### config.mk
export PLATFORM = sky130hd
export DESIGN_NAME = xlat_cache
export DESIGN_NICKNAME = d
export VERILOG_FILES = /design/src/rtl/xlat_pkg.sv /design/src/rtl/xlat_match.sv /design/src/rtl/xlat_pick.sv /design/src/rtl/xlat_perm.sv /design/src/rtl/xlat_cache.sv
export SDC_FILE = /design/constraint.sdc
export NUM_CORES = 1
export LEC_CHECK = 0
export BUFFER_PORTS_ARGS = -buffer_cell sky130_fd_sc_hd__buf_2
export CORE_MARGIN = 1
export CORE_UTILIZATION = 47
export CTS_CLUSTER_SIZE = 20
export DETAILED_ROUTE_END_ITERATION = 6
export PLACE_DENSITY = 0.76
export RECOVER_POWER = 100
export SLEW_MARGIN = 20
export SYNTH_ARGS = -nofsm -noshare
export SYNTH_HDL_FRONTEND = slang
export SYNTH_HIERARCHICAL = 1
export SYNTH_SLANG_ARGS = --single-unit
### constraint.sdc
create_clock -name clk -period 8.4 [get_ports clk]
set_input_delay 1.68 -clock clk [delete_from_list [all_inputs] [get_ports clk]]
set_output_delay 1.68 -clock clk [all_outputs]
set_load 0.03 [all_outputs]
### src/rtl/xlat_pkg.sv
package xlat_pkg;

   localparam int WORD_W     = 32;
   localparam int PAGE_LSB   = 12;
   localparam int PN_W       = WORD_W - PAGE_LSB;
   localparam int ASID_W     = 8;

   typedef enum logic [1:0] {
      ACC_READ  = 2'd0,
      ACC_WRITE = 2'd1,
      ACC_FETCH = 2'd2,
      ACC_RSVD  = 2'd3
   } acc_kind_e;

   typedef struct packed {
      logic [PN_W-1:0]   vpn;
      logic [ASID_W-1:0] asid;
      logic [1:0]        size;
      logic              valid;
      logic              spare;
   } tag_word_t;

   typedef struct packed {
      logic [PN_W-1:0] ppn;
      logic [7:0]      spare;
      logic            sup_only;
      logic            may_x;
      logic            may_w;
      logic            may_r;
   } data_word_t;

   typedef struct packed {
      logic [25:0] spare;
      logic        logged;
      logic        sup;
      logic [1:0]  kind;
      logic        perm;
      logic        miss;
   } cause_word_t;

   // Page-number bits that belong to the in-page offset for a size code.
   function automatic logic [PN_W-1:0] offset_mask(input logic [1:0] sz);
      logic [PN_W-1:0] m;
      m = '0;
      for (int b = 0; b < 8; b++) begin
         if (b < 2 * int'(sz) + ((sz == 2'd3) ? 2 : 0)) m[b] = 1'b1;
      end
      return m;
   endfunction

endpackage

### src/rtl/xlat_match.sv
module xlat_match
   import xlat_pkg::*;
(
   input  tag_word_t         tag,
   input  logic [PN_W-1:0]   vpn,
   input  logic [ASID_W-1:0] asid,
   output logic              hit
);
   logic [PN_W-1:0] keep;
   logic            pn_eq;

   always_comb begin
      keep  = ~offset_mask(tag.size);
      pn_eq = ((tag.vpn ^ vpn) & keep) == '0;
      hit   = tag.valid && (tag.asid == asid) && pn_eq;
   end
endmodule

### src/rtl/xlat_pick.sv
module xlat_pick #(
   parameter int N     = 8,
   parameter int IDX_W = 3
) (
   input  logic [N-1:0]     hits,
   output logic             any,
   output logic [IDX_W-1:0] idx
);
   always_comb begin
      any = |hits;
      idx = '0;
      for (int i = N - 1; i >= 0; i--) begin
         if (hits[i]) idx = IDX_W'(i);
      end
   end
endmodule

### src/rtl/xlat_perm.sv
module xlat_perm
   import xlat_pkg::*;
(
   input  data_word_t dw,
   input  logic [1:0] kind,
   input  logic       sup,
   output logic       deny
);
   logic right_ok;

   always_comb begin
      unique case (acc_kind_e'(kind))
         ACC_READ:  right_ok = dw.may_r;
         ACC_WRITE: right_ok = dw.may_w;
         ACC_FETCH: right_ok = dw.may_x;
         default:   right_ok = 1'b0;
      endcase
      deny = !right_ok || (dw.sup_only && !sup);
   end
endmodule

### src/rtl/xlat_cache.sv
module xlat_cache
   import xlat_pkg::*;
#(
   parameter int ENTRIES = 8
) (
   input  logic        clk,
   input  logic        rst_n,
   input  logic        lk_valid,
   input  logic [31:0] lk_va,
   input  logic [7:0]  lk_asid,
   input  logic [1:0]  lk_kind,
   input  logic        lk_super,
   output logic        lk_hit,
   output logic [31:0] lk_pa,
   output logic [3:0]  lk_attr,
   output logic        lk_err,
   input  logic        reg_we,
   input  logic [2:0]  reg_addr,
   input  logic [31:0] reg_wdata,
   output logic [31:0] reg_rdata
);
   localparam int IDX_W = (ENTRIES > 1) ? $clog2(ENTRIES) : 1;
   localparam int PORTS = 2;   // 0: request lookup, 1: software probe

   initial begin
      assert (ENTRIES >= 1 && ENTRIES <= 64)
         else $fatal(1, "xlat_cache: ENTRIES must be 1..64");
      assert (IDX_W < 31)
         else $fatal(1, "xlat_cache: index too wide for probe word");
   end

   localparam logic [2:0] OFS_IDX   = 3'd0;
   localparam logic [2:0] OFS_TAG   = 3'd1;
   localparam logic [2:0] OFS_DATA  = 3'd2;
   localparam logic [2:0] OFS_CMD   = 3'd3;
   localparam logic [2:0] OFS_PRB   = 3'd4;
   localparam logic [2:0] OFS_PRES  = 3'd5;
   localparam logic [2:0] OFS_FADDR = 3'd6;
   localparam logic [2:0] OFS_FINFO = 3'd7;

   // ---------------- entry storage (no reset term) ----------------
   tag_word_t  tag_q  [ENTRIES];
   data_word_t data_q [ENTRIES];

   logic [IDX_W-1:0] idx_q;
   logic             idx_ok;
   logic             wr_tag, wr_data, clr_all, do_probe;

   always_comb begin
      idx_ok   = int'(idx_q) < ENTRIES;
      wr_tag   = reg_we && (reg_addr == OFS_TAG)  && idx_ok;
      wr_data  = reg_we && (reg_addr == OFS_DATA) && idx_ok;
      clr_all  = reg_we && (reg_addr == OFS_CMD)  && reg_wdata[0];
      do_probe = reg_we && (reg_addr == OFS_PRB);
   end

   for (genvar e = 0; e < ENTRIES; e++) begin : g_ent
      always_ff @(posedge clk) begin
         if (clr_all) begin
            tag_q[e].valid <= 1'b0;
         end else if (wr_tag && (int'(idx_q) == e)) begin
            tag_q[e] <= tag_word_t'(reg_wdata);
         end
         if (wr_data && (int'(idx_q) == e)) begin
            data_q[e] <= data_word_t'(reg_wdata);
         end
      end
   end

   // ---------------- associative search, one per port ----------------
   logic [PN_W-1:0]   srch_vpn  [PORTS];
   logic [ASID_W-1:0] srch_asid [PORTS];
   logic [ENTRIES-1:0] srch_hits [PORTS];
   logic              srch_any  [PORTS];
   logic [IDX_W-1:0]  srch_idx  [PORTS];

   always_comb begin
      srch_vpn[0]  = lk_va[WORD_W-1:PAGE_LSB];
      srch_asid[0] = lk_asid;
      srch_vpn[1]  = reg_wdata[WORD_W-1:PAGE_LSB];
      srch_asid[1] = reg_wdata[PAGE_LSB-1:4];
   end

   for (genvar p = 0; p < PORTS; p++) begin : g_port
      for (genvar e = 0; e < ENTRIES; e++) begin : g_cmp
         xlat_match u_match (
            .tag  (tag_q[e]),
            .vpn  (srch_vpn[p]),
            .asid (srch_asid[p]),
            .hit  (srch_hits[p][e])
         );
      end
      xlat_pick #(.N(ENTRIES), .IDX_W(IDX_W)) u_pick (
         .hits (srch_hits[p]),
         .any  (srch_any[p]),
         .idx  (srch_idx[p])
      );
   end

   // ---------------- translation and rights ----------------
   tag_word_t       sel_tag;
   data_word_t      sel_data;
   logic            deny;
   logic [PN_W-1:0] ofs_m;

   always_comb begin
      sel_tag  = tag_q[srch_idx[0]];
      sel_data = data_q[srch_idx[0]];
      ofs_m    = offset_mask(sel_tag.size);
   end

   xlat_perm u_perm (
      .dw   (sel_data),
      .kind (lk_kind),
      .sup  (lk_super),
      .deny (deny)
   );

   always_comb begin
      lk_hit  = lk_valid && srch_any[0];
      lk_err  = lk_valid && (!srch_any[0] || deny);
      lk_pa   = '0;
      lk_attr = '0;
      if (lk_hit) begin
         lk_pa[WORD_W-1:PAGE_LSB] = (sel_data.ppn & ~ofs_m)
                                  | (lk_va[WORD_W-1:PAGE_LSB] & ofs_m);
         lk_pa[PAGE_LSB-1:0]      = lk_va[PAGE_LSB-1:0];
         lk_attr = {sel_data.sup_only, sel_data.may_x,
                    sel_data.may_w, sel_data.may_r};
      end
   end

   // ---------------- control registers ----------------
   logic [31:0]      prb_word_q;
   logic             prb_hit_q;
   logic [IDX_W-1:0] prb_idx_q;
   logic [31:0]      flt_addr_q;
   cause_word_t      flt_info_q;

   always_ff @(posedge clk or negedge rst_n) begin
      if (!rst_n) begin
         idx_q      <= '0;
         prb_word_q <= '0;
         prb_hit_q  <= 1'b0;
         prb_idx_q  <= '0;
         flt_addr_q <= '0;
         flt_info_q <= '0;
      end else begin
         if (reg_we && (reg_addr == OFS_IDX)) idx_q <= reg_wdata[IDX_W-1:0];
         if (do_probe) begin
            prb_word_q <= reg_wdata;
            prb_hit_q  <= srch_any[1];
            prb_idx_q  <= srch_any[1] ? srch_idx[1] : '0;
         end
         if (lk_err) begin
            flt_addr_q        <= lk_va;
            flt_info_q        <= '0;
            flt_info_q.miss   <= !srch_any[0];
            flt_info_q.perm   <= srch_any[0] && deny;
            flt_info_q.kind   <= lk_kind;
            flt_info_q.sup    <= lk_super;
            flt_info_q.logged <= 1'b1;
         end
      end
   end

   always_comb begin
      reg_rdata = '0;
      unique case (reg_addr)
         OFS_IDX:   reg_rdata[IDX_W-1:0] = idx_q;
         OFS_TAG:   if (idx_ok) reg_rdata = tag_q[idx_q];
         OFS_DATA:  if (idx_ok) reg_rdata = data_q[idx_q];
         OFS_CMD:   reg_rdata = '0;
         OFS_PRB:   reg_rdata = prb_word_q;
         OFS_PRES:  begin
            reg_rdata[31]        = prb_hit_q;
            reg_rdata[IDX_W-1:0] = prb_idx_q;
         end
         OFS_FADDR: reg_rdata = flt_addr_q;
         default:   reg_rdata = flt_info_q;
      endcase
   end

endmodule

Word-level counts from Yosys, hierarchy flattened
Memories as Yosys holds them, arrays and structs flattened.
Cells that the tools add are included.
{"block": "classes", "n_mul": 0, "n_addsub": 9, "order_cmp": 72, "shifts": 0, "div": 0, "n_reduce_logical": 92, "mux": 175, "n_bitwise": 52, "eq_ne": 40}
{"op": "$lt A4 B32 Y1 const A", "n": 35}
{"op": "$lt A3 B32 Y1 const A", "n": 18}
{"op": "$and A20 B20 Y20", "n": 17}
{"op": "$logic_not A20 Y1", "n": 16}
{"op": "$xor A20 B20 Y20", "n": 16}
{"op": "$lt A1 B32 Y1 const A", "n": 9}
{"op": "$lt A2 B32 Y1 const A", "n": 9}
{"op": "$add A4 B32 Y32", "n": 8}
{"op": "$mux W32", "n": 8}
{"op": "$reduce_or A32 Y1", "n": 7}
{"op": "$not A8 Y20", "n": 9}
{"op": "$pmux W28 S5", "n": 1}
{"op": "$mux W1", "n": 129}
{"op": "$eq A8 B8 Y1", "n": 16}
{"op": "$mux W3", "n": 24}
{"op": "$logic_and A1 B1 Y1", "n": 58}
{"op": "$eq A3 B3 Y1 const B", "n": 7}
{"op": "$pmux W3 S7", "n": 1}
{"op": "$and A20 B8 Y20", "n": 1}
{"op": "$eq A2 B2 Y1 const B", "n": 10}
{"op": "$or A20 B20 Y20", "n": 1}
{"op": "$mux W2", "n": 9}
{"op": "$reduce_or A8 Y1", "n": 2}
{"op": "$eq A3 B2 Y1 const B", "n": 4}
{"op": "13 further kinds", "n": 25}
{"block": "word_totals", "out_inout_bits": 70, "latch_bits": 0, "n_memories": 2, "in_bits": 82, "ram_bits": 512, "wordCells": 452, "register_bits": 77, "mem_bits_ro": 0}
{"memory": "data_q", "depth": 8, "width": 32, "read_ports": 2, "rd_clocked_by_memory_dff": 0, "wr": 1, "line_no": "xlat_cache.sv:43", "rtl": "data_word_t data_q [ENTRIES];"}
{"memory": "tag_q", "depth": 8, "width": 32, "read_ports": 10, "rd_clocked_by_memory_dff": 0, "wr": 8, "line_no": "xlat_cache.sv:42", "rtl": "tag_word_t tag_q [ENTRIES];"}

Depth between registers and ports, before layout
Gate-level depths: netlist of the first run.
An unclocked memory read counts as a cell.
{"block": "logic_depth", "ltp_word": 28, "depth_mapped": 19, "mapped_depth_nobuf": 15}

Modules after synthesis
The synthesis of the first run kept the hierarchy.
{"module": "xlat_cache", "area_each_um2": 25589.5, "instances": 1, "cells_each": 1350, "seq_area_each_um2": 17301.6}
{"module": "xlat_match", "area_each_um2": 336.6, "instances": 16, "cells_each": 40, "seq_area_each_um2": 0.0}
{"module": "xlat_pick", "area_each_um2": 81.3, "instances": 2, "cells_each": 13, "seq_area_each_um2": 0.0}
{"module": "xlat_perm", "area_each_um2": 31.3, "instances": 1, "cells_each": 5, "seq_area_each_um2": 0.0}

Worst setup path after synthesis of the first run
Ideal clock, no wire load.
{"block": "synth_timing", "path_type": "input-to-output", "start": "input port lk_va[29]", "end": "output port lk_err", "n_path_buf": 4, "path_stages": 18, "t_required_ps": 6720, "t_arrival_ps": 5361, "slack_ps": 1359, "path_cell_list": "xor2_1 > nor4_2 > nand4_1 > nor4_1 > a21oi_1 > o41ai_1 > buf_6 > buf_4 > buf_2 > mux4_2 > nand2_1 > nand2_1 > mux2i_1 > o21ai_1 > o21ai_1 > o21ai_1 > buf_2 > inv_1"}
{"element": "from (decl)", "line_no": "xlat_cache.sv:9", "rtl": "input logic [31:0] lk_va,"}
{"element": "to (decl)", "line_no": "xlat_cache.sv:16", "rtl": "output logic lk_err,"}

==> impl_summary.txt, run 1 <==
----------------------------------------------------
[Placed design]
  RD Place Congestion ... 0.919
  Port Buffers ... 151
  Total instance count after detailed placement ... 2,919
  Place WS ... 0.723 ns
  Post-DP HPWL ... 59,000 um

[Clocking]
  Number of clock sinks ... 589
  Clock buffers created by TritonCTS ... 60
  H-tree depth ... 2
  Post-CTS Hold Fix Bufs ... 0
  Worst-case clock buffer depth ... 3
  Clock-pin transition on the worst setup and hold timing paths ... 0.07 ns
  CTS root buf ... sky130_fd_sc_hd__clkbuf_16
  CTS tree ... done
  Gates resized, CTS repair ... 0
  Number of setup buffers added after CTS ... 0
  Clock insertion delay at the later pin of the skew report ... 0.64 ns

[Setup path]
  Worst Reg-to-Reg Cells ... 15
  Reg-to-reg setup timing slack ... 2.01 ns
  Startpoint of the worst register-to-register path ... tag_q[7][10]$_DFFE_PP_
  Largest fanout on the critical path ... 39
  CP Data Arrival Time ... 6.44 ns
  CP required ... 6.72 ns
  Crit path launch type ... primary input
  Worst reg2reg path endpoint ... flt_addr_q[10]$_DFFE_PN0P_
  Category of the critical setup timing path ... in -> out
  Critical Path End Type ... primary output

[Global routing]
  Via count of the first global-routing pass ... 19.5k
  First-pass GRT wire length ... 131,000 um
  Maximum number of pins on one net before global-route repair ... 71
  Grt ovf ... 0
  Overall routing resource usage ... 26.7%
  Number of antenna violations at the first check in global routing ... 6

[Power and ir drop]
  Clock share of power ... 37.6%
  Sequential fraction of design power ... 46.8%
  Switching share of total power ... 26.3%
  P_int ... 5.33 mW
  Net switching power of the design ... 1.90 mW
  Share of power burned in combinational logic ... 15.6%
  Worst vdd rail ir drop ... 0.177 mV
  Power per unit of standard cell area ... 212 mW/mm^2
  Static power due to leakage ... 11.5 nW

[Run]
  Maxcap violations ... 32

[Timing]
  Post-route minimum period ... 8.12 ns
  Slack of the critical path ... 0.280 ns
  Final hold slack ... 0.485 ns
  Setup violations, final ... 0
  Least-Margin Pin Slew ... 3.86 ns
  Layout Skew ... 0.0277 ns
  Number of max-slew violations in the final report ... 744
  Relative slew margins ... -157%
  Total negative setup slack ... 0 ns
  RSZ-0062 raised after global routing ... no
  Part of the cycle the worst path needs ... 96.7%
  Peak clock frequency supported by timing ... 123 MHz
  Number of hold violations in the final report ... 0

[Synth]
  Syn Nets ... 2,049
  Cell count after synthesis ... 1,967
  Synthesized area per cell ... 15.6 sq um
  Post-Synthesis Cell Area ... 0.0307 sq mm
  Ys Warns ... 6

[Detailed routing]
  First drt pass iteration count ... 7
  Wire length reported by the detailed router ... 88,500 um
  Wire per inst ... 29.1 um
  Vias ... 19.4k
  1st-iter DRT viols ... 2,192
  Remaining design rule violation count ... 0
  Detailed-route vias per instance ... 6.38
  Antenna-violating nets left ... 0

[Die]
  Number of standard-cell rows in the floorplan ... 93
  Initial core utilization ... 47.6%
  Die width ... 257 um
  Top-level I/O count ... 152
  Core outline area ... 0.0645 sq mm
  Area of the die ... 0.0663 sq mm
  Die span in y ... 257 um

[Cells and area]
  Area occupied by multi-input gates ... 0.0129 sq mm
  Synth-to-layout area growth ... 11.4%
  Layout cell share with drive strength beyond 1 ... 22.5%
  Final Instance Count excl. Fillers ... 3,036
  Number of filler instances in the final layout ... 5,236
  Reg area ... 0.0173 sq mm
  Net count, final ... 2,210

[Hold path]
  Hold path startpoint ... flt_info_q[0]$_DFFE_PN0P_
  Worst Hold Endpoint ... flt_info_q[0]$_DFFE_PN0P_
  Worst min-delay path class ... reg -> reg
  Number of cells traversed by the worst hold path ... 1

[Outcome]
  Violated checks ... max-capacitance violations, max-slew violations
  Result of the run ... finished with violations

----------------------------------------------------
[critical path: stages]
cell and delay, ns:
sky130_fd_sc_hd__buf_2 0.19, sky130_fd_sc_hd__xor2_1 0.20, sky130_fd_sc_hd__nor4_2 0.41, sky130_fd_sc_hd__nand4_1 0.29
sky130_fd_sc_hd__nor4_1 0.65, sky130_fd_sc_hd__a21oi_1 0.18, sky130_fd_sc_hd__o41ai_1 0.70, sky130_fd_sc_hd__buf_12 0.37
sky130_fd_sc_hd__mux4_2 0.55, sky130_fd_sc_hd__nand2_1 0.11, sky130_fd_sc_hd__nand2_1 0.07, sky130_fd_sc_hd__inv_1 0.06
sky130_fd_sc_hd__o21ai_0 0.27, sky130_fd_sc_hd__o21ai_4 0.38, sky130_fd_sc_hd__inv_1 0.07, sky130_fd_sc_hd__buf_2 0.18
[registers in the layout (all words and copies together) (netlist names)]
register,flops
flt_info_q,6
data_q,256
prb_word_q,32
flt_addr_q,32
prb_hit_q,1
idx_q,3
prb_idx_q,3
tag_q,256
[how the worst max path moves through the flow]
stage / start / endpoint / slack (ns) / depth (start not counted)
6_report: lk_va[27] / lk_err / 0.28 / 16
5_1_grt: lk_va[27] / lk_pa[15] / 0.21 / 13
4_1_cts: lk_va[27] / lk_pa[12] / 0.72 / 13
3_5_place_dp: lk_va[27] / lk_pa[12] / 0.72 / 13
3_3_place_gp: lk_va[27] / lk_err / 0.89 / 17
2_1_floorplan: lk_va[29] / lk_err / 1.36 / 18
[per-layer routing]
metal	GRT usage, %	wire length [um]	up-vias	part of all wire [%]
li1	-	-	8043	-
met1	37.6	35700	10100	40
met2	40.9	40300	1051	46
met3	5.63	8820	192	10
met4	10.0	3570	2	4.0
met5	0	13	-	0.015
[layout by cell type (no fill, tap or decap), types with 10 or more instances in the layout]
master and instances:
sky130_fd_sc_hd__edfxtp_1 512, sky130_fd_sc_hd__nand4_1 17, sky130_fd_sc_hd__buf_2 60, sky130_fd_sc_hd__nor2_1 26, sky130_fd_sc_hd__nor4_2 49, sky130_fd_sc_hd__nand2_1 44
sky130_fd_sc_hd__clkinv_2 17, sky130_fd_sc_hd__o21ai_0 44, sky130_fd_sc_hd__and3_1 15, sky130_fd_sc_hd__clkinv_1 12, sky130_fd_sc_hd__clkbuf_16 61, sky130_fd_sc_hd__o22a_1 27
sky130_fd_sc_hd__a31oi_1 16, sky130_fd_sc_hd__buf_4 14, sky130_fd_sc_hd__a21o_1 21, sky130_fd_sc_hd__mux2_2 84, sky130_fd_sc_hd__mux2i_1 97, sky130_fd_sc_hd__mux4_2 177
sky130_fd_sc_hd__xnor2_1 80, sky130_fd_sc_hd__inv_1 10, sky130_fd_sc_hd__clkbuf_1 120, sky130_fd_sc_hd__dfrtp_1 74, sky130_fd_sc_hd__nor3_1 42, sky130_fd_sc_hd__a21oi_1 43
sky130_fd_sc_hd__nand3_1 29, sky130_fd_sc_hd__xor2_1 368, sky130_fd_sc_hd__nor4_1 52
[power groups by stage]
stage                     Combinational [mW]  Sequential, mW  Clock [mW]
after floorplan                        0.817            3.36           0
after CTS                               1.12            3.39        2.75
after global routing                    1.19            3.39        2.85
final                                   1.13            3.38        2.72
after detailed placement                1.12            3.45           0
after global placement                  1.10            3.45           0
[per-stage QoR]
stage,total power [mW],cell area (sq um),util (%)
final,7.23,34200,53.0
after global routing,7.43,34200,53.0
after CTS,7.26,34500,53.5
after detailed placement,4.57,32500,50.4
after global placement,4.54,32500,50.4
after floorplan,4.18,30700,-
[cell type report]
type / instances / share of cell area [%]
flip-flops and latches: 589 / 50.7
multi-input cells: 1274 / 37.7
clock buffers: 68 / 4.55
well taps: 855 / 3.13
repair buffers: 192 / 2.59
clock inverters: 44 / 1.25
inverters: 11 / 0.121
diodes: 3 / 0.0220
Note: power is estimated with default switching activity, not from simulation.
==> inputs of run 2 (changes only) <==
- ABC_CLOCK_PERIOD_IN_PS: default -> 6950
- PLACE_DENSITY: 0.76 -> 0.78
- clock period: 8.4 -> 6.95 ns (I/O delays scaled with it)
==> impl_summary.txt, run 2 (synthesis results as in run 1) <==
----------------------------------------------------
[Timing]
  Number of max-slew violations in the final report ... 706 (-5.1%)
  RSZ-0062 raised after global routing ... no
  Layout Skew ... 0.0219 ns (-0.00579 ns)
  Relative slew margins ... -171% (-14 points)
  Setup violations, final ... 0 (unchanged)
  Number of hold violations in the final report ... 0 (unchanged)
  Peak clock frequency supported by timing ... 148 MHz
  Post-route minimum period ... 6.76 ns
  Total negative setup slack ... 0 ns (unchanged)
  Least-Margin Pin Slew ... 4.06 ns (+0.206 ns)
  Part of the cycle the worst path needs ... 97.3%

[Outcome]
  Violated checks ... max-capacitance violations, max-slew violations
  Result of the run ... finished with violations

[Setup path]
  Ordered cell list for the critical path ... buf_2 > xor2_1 > nor4_2 > nand4_1 > nor4_1 > a21oi_1 > o41ai_2 > buf_4 > buf_12 > mux4_2 > nor3_1 > nor3_1 > nor3_1 > clkbuf_2
  Crit path launch type ... primary input
  Critical Path End Type ... primary output
  Category of the critical setup timing path ... in -> out
  CP Data Arrival Time ... 5.37 ns (-1.07 ns)
  Critical Path Max Stage Delay ... 0.58 ns (-0.12 ns)
  Buf/Inv on CP ... 4 (-1)
  CP required ... 5.56 ns (-1.16 ns)
  Top Family by Delay on Critical Path ... simple AND/OR/NAND/NOR gates
  Top cell by count, worst path ... sky130_fd_sc_hd__nor3_1
  CP max-delay cell ... sky130_fd_sc_hd__mux4_2
  Largest fanout on the critical path ... 23 (-41%)

[Clocking]
  Clock-pin transition on the worst setup and hold timing paths ... 0.06 ns (about the same)
  CTS tree ... done
  Worst-case clock buffer depth ... 3 (unchanged)
  Clock insertion delay at the later pin of the skew report ... 0.64 ns (about the same)
  CTS root buf ... sky130_fd_sc_hd__clkbuf_16
  Post-CTS Hold Fix Bufs ... 0 (unchanged)
  H-tree depth ... 2 (unchanged)
  Gates resized, CTS repair ... 0 (unchanged)
  Clock buffers created by TritonCTS ... 61 (+1.7%)
  Number of clock sinks ... 589 (unchanged)
  Number of setup buffers added after CTS ... 0 (unchanged)

[Power and ir drop]
  Worst vdd rail ir drop ... 0.206 mV (+16%)
  Power per unit of standard cell area ... 256 mW/mm^2 (+21%)
  Static power due to leakage ... 11.6 nW (+1.1%)

[Global routing]
  Via count of the first global-routing pass ... 19.5k (+0.061%)
  Maximum number of pins on one net before global-route repair ... 72 (+1.4%)
  Grt ovf ... 0 (unchanged)
  Overall routing resource usage ... 26.7% (-0.054 points)
  First-pass GRT wire length ... 130,000 um (-0.26%)
  Number of antenna violations at the first check in global routing ... 3 (-3)

[Die]
  Top-level I/O count ... 152 (unchanged)
  Die width ... 257 um (unchanged)
  Number of standard-cell rows in the floorplan ... 93 (unchanged)
  Die span in y ... 257 um (unchanged)
  Area of the die ... 0.0663 sq mm (unchanged)
  Initial core utilization ... 47.6% (unchanged)
  Core outline area ... 0.0645 sq mm (unchanged)

[Run]
  Maxcap violations ... 29 (-9.4%)

[Detailed routing]
  Vias ... 19.4k (+0.10%)
  First drt pass iteration count ... 6 (-1)
  1st-iter DRT viols ... 2,194 (+0.091%)
  Wire length reported by the detailed router ... 88,400 um (about the same)
  Antenna-violating nets left ... 0 (unchanged)
  Detailed-route vias per instance ... 6.36 (-0.32%)
  Wire per inst ... 29.0 um (-0.47%)
  Remaining design rule violation count ... 0 (unchanged)

[Placed design]
  Port Buffers ... 151 (unchanged)
  Post-DP HPWL ... 59,300 um (+0.54%)
  RD Place Congestion ... 0.952 (+3.5%)

[Cells and area]
  Layout cell share with drive strength beyond 1 ... 23.2% (+0.73 points)
  Top library cells by usage in the layout, fill and taps aside ... sky130_fd_sc_hd__edfxtp_1, sky130_fd_sc_hd__xor2_1, sky130_fd_sc_hd__mux4_2, sky130_fd_sc_hd__clkbuf_1, sky130_fd_sc_hd__mux2i_1
  Net count, final ... 2,222 (+0.54%)
  Top Registers ... data_q (256), tag_q (256)
  Core Util, Final ... 53.3% (+0.31 points)
  Synth-to-layout area growth ... 12.1%
  Most common cell after layout, fill and taps aside ... sky130_fd_sc_hd__edfxtp_1

[Hold path]
  Worst min-delay path class ... reg -> reg

----------------------------------------------------
run 2: changes by cell type in the layout (fill, tap and decap cells not counted), sizes merged:
cell,change
buf,+4
clkbuf,+14
clkinv,-3
clkinvlp,-1
inv,-1
run 2: worst paths after layout:
check	start	to	slack, ns	depth (start not counted)
max	lk_va[27]	lk_pa[13]	0.19	14
min	flt_info_q[5]$_DFFE_PN0P_	flt_info_q[5]$_DFFE_PN0P_	0.49	1
max reg2reg	idx_q[2]$_DFFE_PN0P_	tag_q[7][20]$_DFFE_PP_	0.38	4
min reg2reg	flt_info_q[5]$_DFFE_PN0P_	flt_info_q[5]$_DFFE_PN0P_	0.49	1
max in group asynchronous	rst_n	idx_q[0]$_DFFE_PN0P_	0.80	2
min in group asynchronous	rst_n	prb_word_q[16]$_DFFE_PN0P_	1.08	1
run 2: layer usage:
| layer | track usage [%] | share of wire, % | vias to the layer above |
|---|---|---|---|
| met5 | 0 | 0 | - |
| met4 | 9.73 | 3.9 | 0 |
| met3 | 6.75 | 11 | 174 |
| met2 | 40.6 | 45 | 1171 |
| met1 | 37.1 | 40 | 9993 |
| li1 | - | - | 8053 |
run 2: report_power, final:
group	internal (mW)	switching, mW	leakage, nW
registers	3.96	0.151	5.53
clock network	1.94	1.40	1.00
logic	0.602	0.755	5.07
total	6.50	2.30	11.6
run 2: area by class of cell:
type                       count  area [sq um]
tap                          855          1070
multi-input combinational   1274         12900
timing repair buffer         203          1020
clock inverter                39           417
clock buffer                  75          1610
sequential                   589         17300
inverter                      11          41.3
fill                        5158         30100
antenna                        3          7.51
run 2: metrics by stage:
step                      setup slack [ns]  total power [mW]  area [sq um]  std cells  hold slack [ns]
after global routing                0.0375              9.06         34400       3047            0.492
after CTS                            0.287              8.83         34700       3045            0.478
after floorplan                      0.489              5.05         30700       1967            0.435
after detailed placement             0.318              5.53         32700       2931            0.464
final                                0.191              8.80         34400       3049            0.485
after global placement               0.311              5.49         32600       2929            0.453
==> inputs of run 3 (changes only) <==
- SYNTH_HIERARCHICAL: 1 -> default
==> impl_summary.txt, run 3 <==
----------------------------------------------------
[Global routing]
  Via count of the first global-routing pass ... 22.8k (+17%)
  First-pass GRT wire length ... 167,000 um (+28%)
  Overall routing resource usage ... 34.7% (+8.0 points)
  Grt ovf ... 0 (unchanged)
  Maximum number of pins on one net before global-route repair ... 81 (+13%)
  Number of antenna violations at the first check in global routing ... 3 (unchanged)

[Setup path]
  Category of the critical setup timing path ... in -> out
  CP required ... 5.56 ns (about the same)
  Largest fanout on the critical path ... 9 (-61%)
  Critical Path End Type ... primary output
  CP Data Arrival Time ... 5.53 ns (+0.16 ns)
  Crit path launch type ... primary input

[Synth]
  Most area-consuming cells after synthesis ... sky130_fd_sc_hd__edfxtp_1, sky130_fd_sc_hd__mux4_2, sky130_fd_sc_hd__xnor2_1, sky130_fd_sc_hd__dfrtp_1, sky130_fd_sc_hd__xor2_1
  Synthesized-area fraction occupied by ao, oa, aoi and oai cells ... 5.82%
  Share of synthesized registers carrying an async set or reset ... 13.1%
  Area share of the leading cell type in the synthesized netlist ... 48.6%
  Most frequently used flop master after synthesis ... sky130_fd_sc_hd__edfxtp_1
  Most repeated cell in the gate-level netlist after synthesis ... sky130_fd_sc_hd__edfxtp_1
  Count of flip-flops with a built-in enable after synthesis ... 512
  Library cell with the largest summed area after synthesis ... sky130_fd_sc_hd__edfxtp_1
  Multiplexer share of the synthesized area ... 13.7%
  Post-synth top cells ... sky130_fd_sc_hd__edfxtp_1, sky130_fd_sc_hd__nand2_1, sky130_fd_sc_hd__xnor2_1
  Post-Synthesis Cell Area ... 0.0316 sq mm (+3.2%)
  Xor and xnor fraction of the mapped netlist area ... 12.4%
  Cell count after synthesis ... 2,465 (+25%)
  Dominant combinational cell family by area after synthesis ... multiplexers
  Sequential area share after synthesis ... 54.7%
  Syn Nets ... 2,547 (+24%)
  Adder-cell area share of the yosys netlist ... 0%
  Area share of and/or/nand/nor cells after synthesis ... 11.0%
  Yosys reg bits ... 589
  Ys Warns ... 0 (-6)
  Synthesized area per cell ... 12.8 sq um (-18%)
  Distinct cells, synth ... 66

[Clocking]
  Clock buffers created by TritonCTS ... 66 (+8.2%)
  H-tree depth ... 3 (+1)
  CTS tree ... done
  Number of clock sinks ... 589 (unchanged)
  Clock insertion delay at the later pin of the skew report ... 0.63 ns (about the same)
  Clock-pin transition on the worst setup and hold timing paths ... 0.06 ns (about the same)
  Gates resized, CTS repair ... 1 (+1)
  Worst-case clock buffer depth ... 3 (unchanged)
  CTS root buf ... sky130_fd_sc_hd__clkbuf_16
  Post-CTS Hold Fix Bufs ... 0 (unchanged)
  Number of setup buffers added after CTS ... 0 (unchanged)

[Detailed routing]
  Vias ... 23.3k (+20%)
  First drt pass iteration count ... 5 (-1)
  Remaining design rule violation count ... 0 (unchanged)
  Wire length reported by the detailed router ... 118,000 um (+34%)
  Antenna-violating nets left ... 0 (unchanged)
  1st-iter DRT viols ... 3,430 (+56%)
  Wire per inst ... 33.1 um (+14%)
  Detailed-route vias per instance ... 6.51 (+2.4%)

[Timing]
  RSZ-0062 raised after global routing ... no
  Number of hold violations in the final report ... 0 (unchanged)
  Number of max-slew violations in the final report ... 803 (+14%)
  Post-route minimum period ... 6.92 ns (+0.164 ns)
  Setup violations, final ... 0 (unchanged)
  Total negative setup slack ... 0 ns (unchanged)
  Part of the cycle the worst path needs ... 99.6% (+2.4 points)
  Layout Skew ... 0.0366 ns (+0.0147 ns)
  Least-Margin Pin Slew ... 3.13 ns (-0.934 ns)
  Slack of the critical path ... 0.0261 ns (-0.164 ns)
  Relative slew margins ... -109% (+62 points)
  Peak clock frequency supported by timing ... 144 MHz (-2.4%)

[Cells and area]
  Net count, final ... 2,736 (+23%)
  Core Util, Final ... 54.3% (+1.0 points)
  Top library cells by usage in the layout, fill and taps aside ... sky130_fd_sc_hd__edfxtp_1, sky130_fd_sc_hd__nand2_1, sky130_fd_sc_hd__xnor2_1, sky130_fd_sc_hd__xor2_1, sky130_fd_sc_hd__mux4_2
  Synth-to-layout area growth ... 13.7%
  Top Registers ... data_q (256), tag_q (256)
  Most common cell after layout, fill and taps aside ... sky130_fd_sc_hd__edfxtp_1
  Number of filler instances in the final layout ... 5,530 (+7.2%)
  Layout cell share with drive strength beyond 1 ... 17.9% (-5.3 points)
  Final Instance Count excl. Fillers ... 3,571 (+17%)

[Die]
  Number of standard-cell rows in the floorplan ... 94 (+1.1%)
  Top-level I/O count ... 152 (unchanged)
  Area of the die ... 0.0683 sq mm (+3.1%)
  Core outline area ... 0.0662 sq mm (+2.7%)
  Die width ... 261 um (+1.6%)
  Initial core utilization ... 47.8% (+0.20 points)
  Die span in y ... 261 um (+1.6%)

[Placed design]
  Post-DP HPWL ... 83,800 um (+41%)
  Port Buffers ... 151 (unchanged)
  Total instance count after detailed placement ... 3,450 (+18%)
  Place WS ... -0.00813 ns (-0.326 ns)
  RD Place Congestion ... 1.02 (+6.7%)

[Outcome]
  Result of the run ... finished with violations
  Violated checks ... max-capacitance violations, max-slew violations

[Power and ir drop]
  Worst vdd rail ir drop ... 0.265 mV (+29%)
  Power per unit of standard cell area ... 257 mW/mm^2 (+0.16%)
  Post-layout power ... 9.23 mW (+4.8%)
  Static power due to leakage ... 12.2 nW (+5.3%)

[Run]
  Maxcap violations ... 32 (+10%)

[Hold path]
  Worst min-delay path class ... reg -> reg

----------------------------------------------------
run 3: final timing paths:
path | from | endpoint | slack, ns | cells past startpoint
setup reg to reg | tag_q[7][19]$_DFFE_PP_ | flt_addr_q[31]$_DFFE_PN0P_ | 1.09 | 16
max in group asynchronous | rst_n | idx_q[1]$_DFFE_PN0P_ | 1.33 | 2
hold reg to reg | flt_info_q[5]$_DFFE_PN0P_ | flt_info_q[5]$_DFFE_PN0P_ | 0.46 | 1
setup / recovery | lk_va[17] | lk_err | 0.03 | 17
min in group asynchronous | rst_n | flt_addr_q[21]$_DFFE_PN0P_ | 1.40 | 1
hold / removal | flt_info_q[5]$_DFFE_PN0P_ | flt_info_q[5]$_DFFE_PN0P_ | 0.46 | 1
run 3: critical path: stages:
cell and delay, ns:
sky130_fd_sc_hd__buf_2 0.18, sky130_fd_sc_hd__xor2_1 0.19, sky130_fd_sc_hd__o41ai_2 0.53, sky130_fd_sc_hd__buf_4 0.25, sky130_fd_sc_hd__nor4b_2 0.20, sky130_fd_sc_hd__nand3_1 0.22, sky130_fd_sc_hd__buf_4 0.25, sky130_fd_sc_hd__o211ai_2 0.27
sky130_fd_sc_hd__nand2_4 0.07, sky130_fd_sc_hd__buf_4 0.21, sky130_fd_sc_hd__mux2i_1 0.13, sky130_fd_sc_hd__o21ai_0 0.33, sky130_fd_sc_hd__o311a_1 0.32, sky130_fd_sc_hd__o32ai_4 0.11, sky130_fd_sc_hd__a21oi_1 0.56, sky130_fd_sc_hd__inv_1 0.09
sky130_fd_sc_hd__clkbuf_2 0.20
run 3: logic make-up after synthesis:
group,Yosys count
compound gates,270
xor+xnor,448
buf+inv,181
flops,589
mux,252
simple gates,725
run 3: per-layer routing:
layer / wire, um / vias up / GRT usage (%)
met1: 46700 / 11700 / 49.3
met2: 52400 / 1642 / 52.3
met3: 14600 / 243 / 8.62
met5: 8 / - / 0
met4: 4480 / 2 / 10.9
li1: - / 9625 / -
run 3: final cells by class:
cell class                 count  area [sq um]  area share, %
sequential                   589         17300           48.1
multi-input combinational   1695         13600           37.8
clock buffer                  87          1790           4.99
timing repair buffer         290          1700           4.73
tap                          864          1080           3.01
clock inverter                33           450           1.25
inverter                      12          45.0          0.125
antenna                        1          2.50        0.00696
run 3: metrics by stage:
step,instance area (sq um),hold slack [ns]
CTS,36400,0.464
finish,36000,0.461
global route,36000,0.473
global placement,34100,0.445
floorplan,31600,0.429
detailed placement,34100,0.451
run 3: power by group:
| group | switching, mW | total (mW) | internal (mW) |
|---|---|---|---|
| Clock | 1.53 | 3.61 | 2.08 |
| Sequential | 0.150 | 4.10 | 3.95 |
| Combinational | 0.890 | 1.52 | 0.629 |
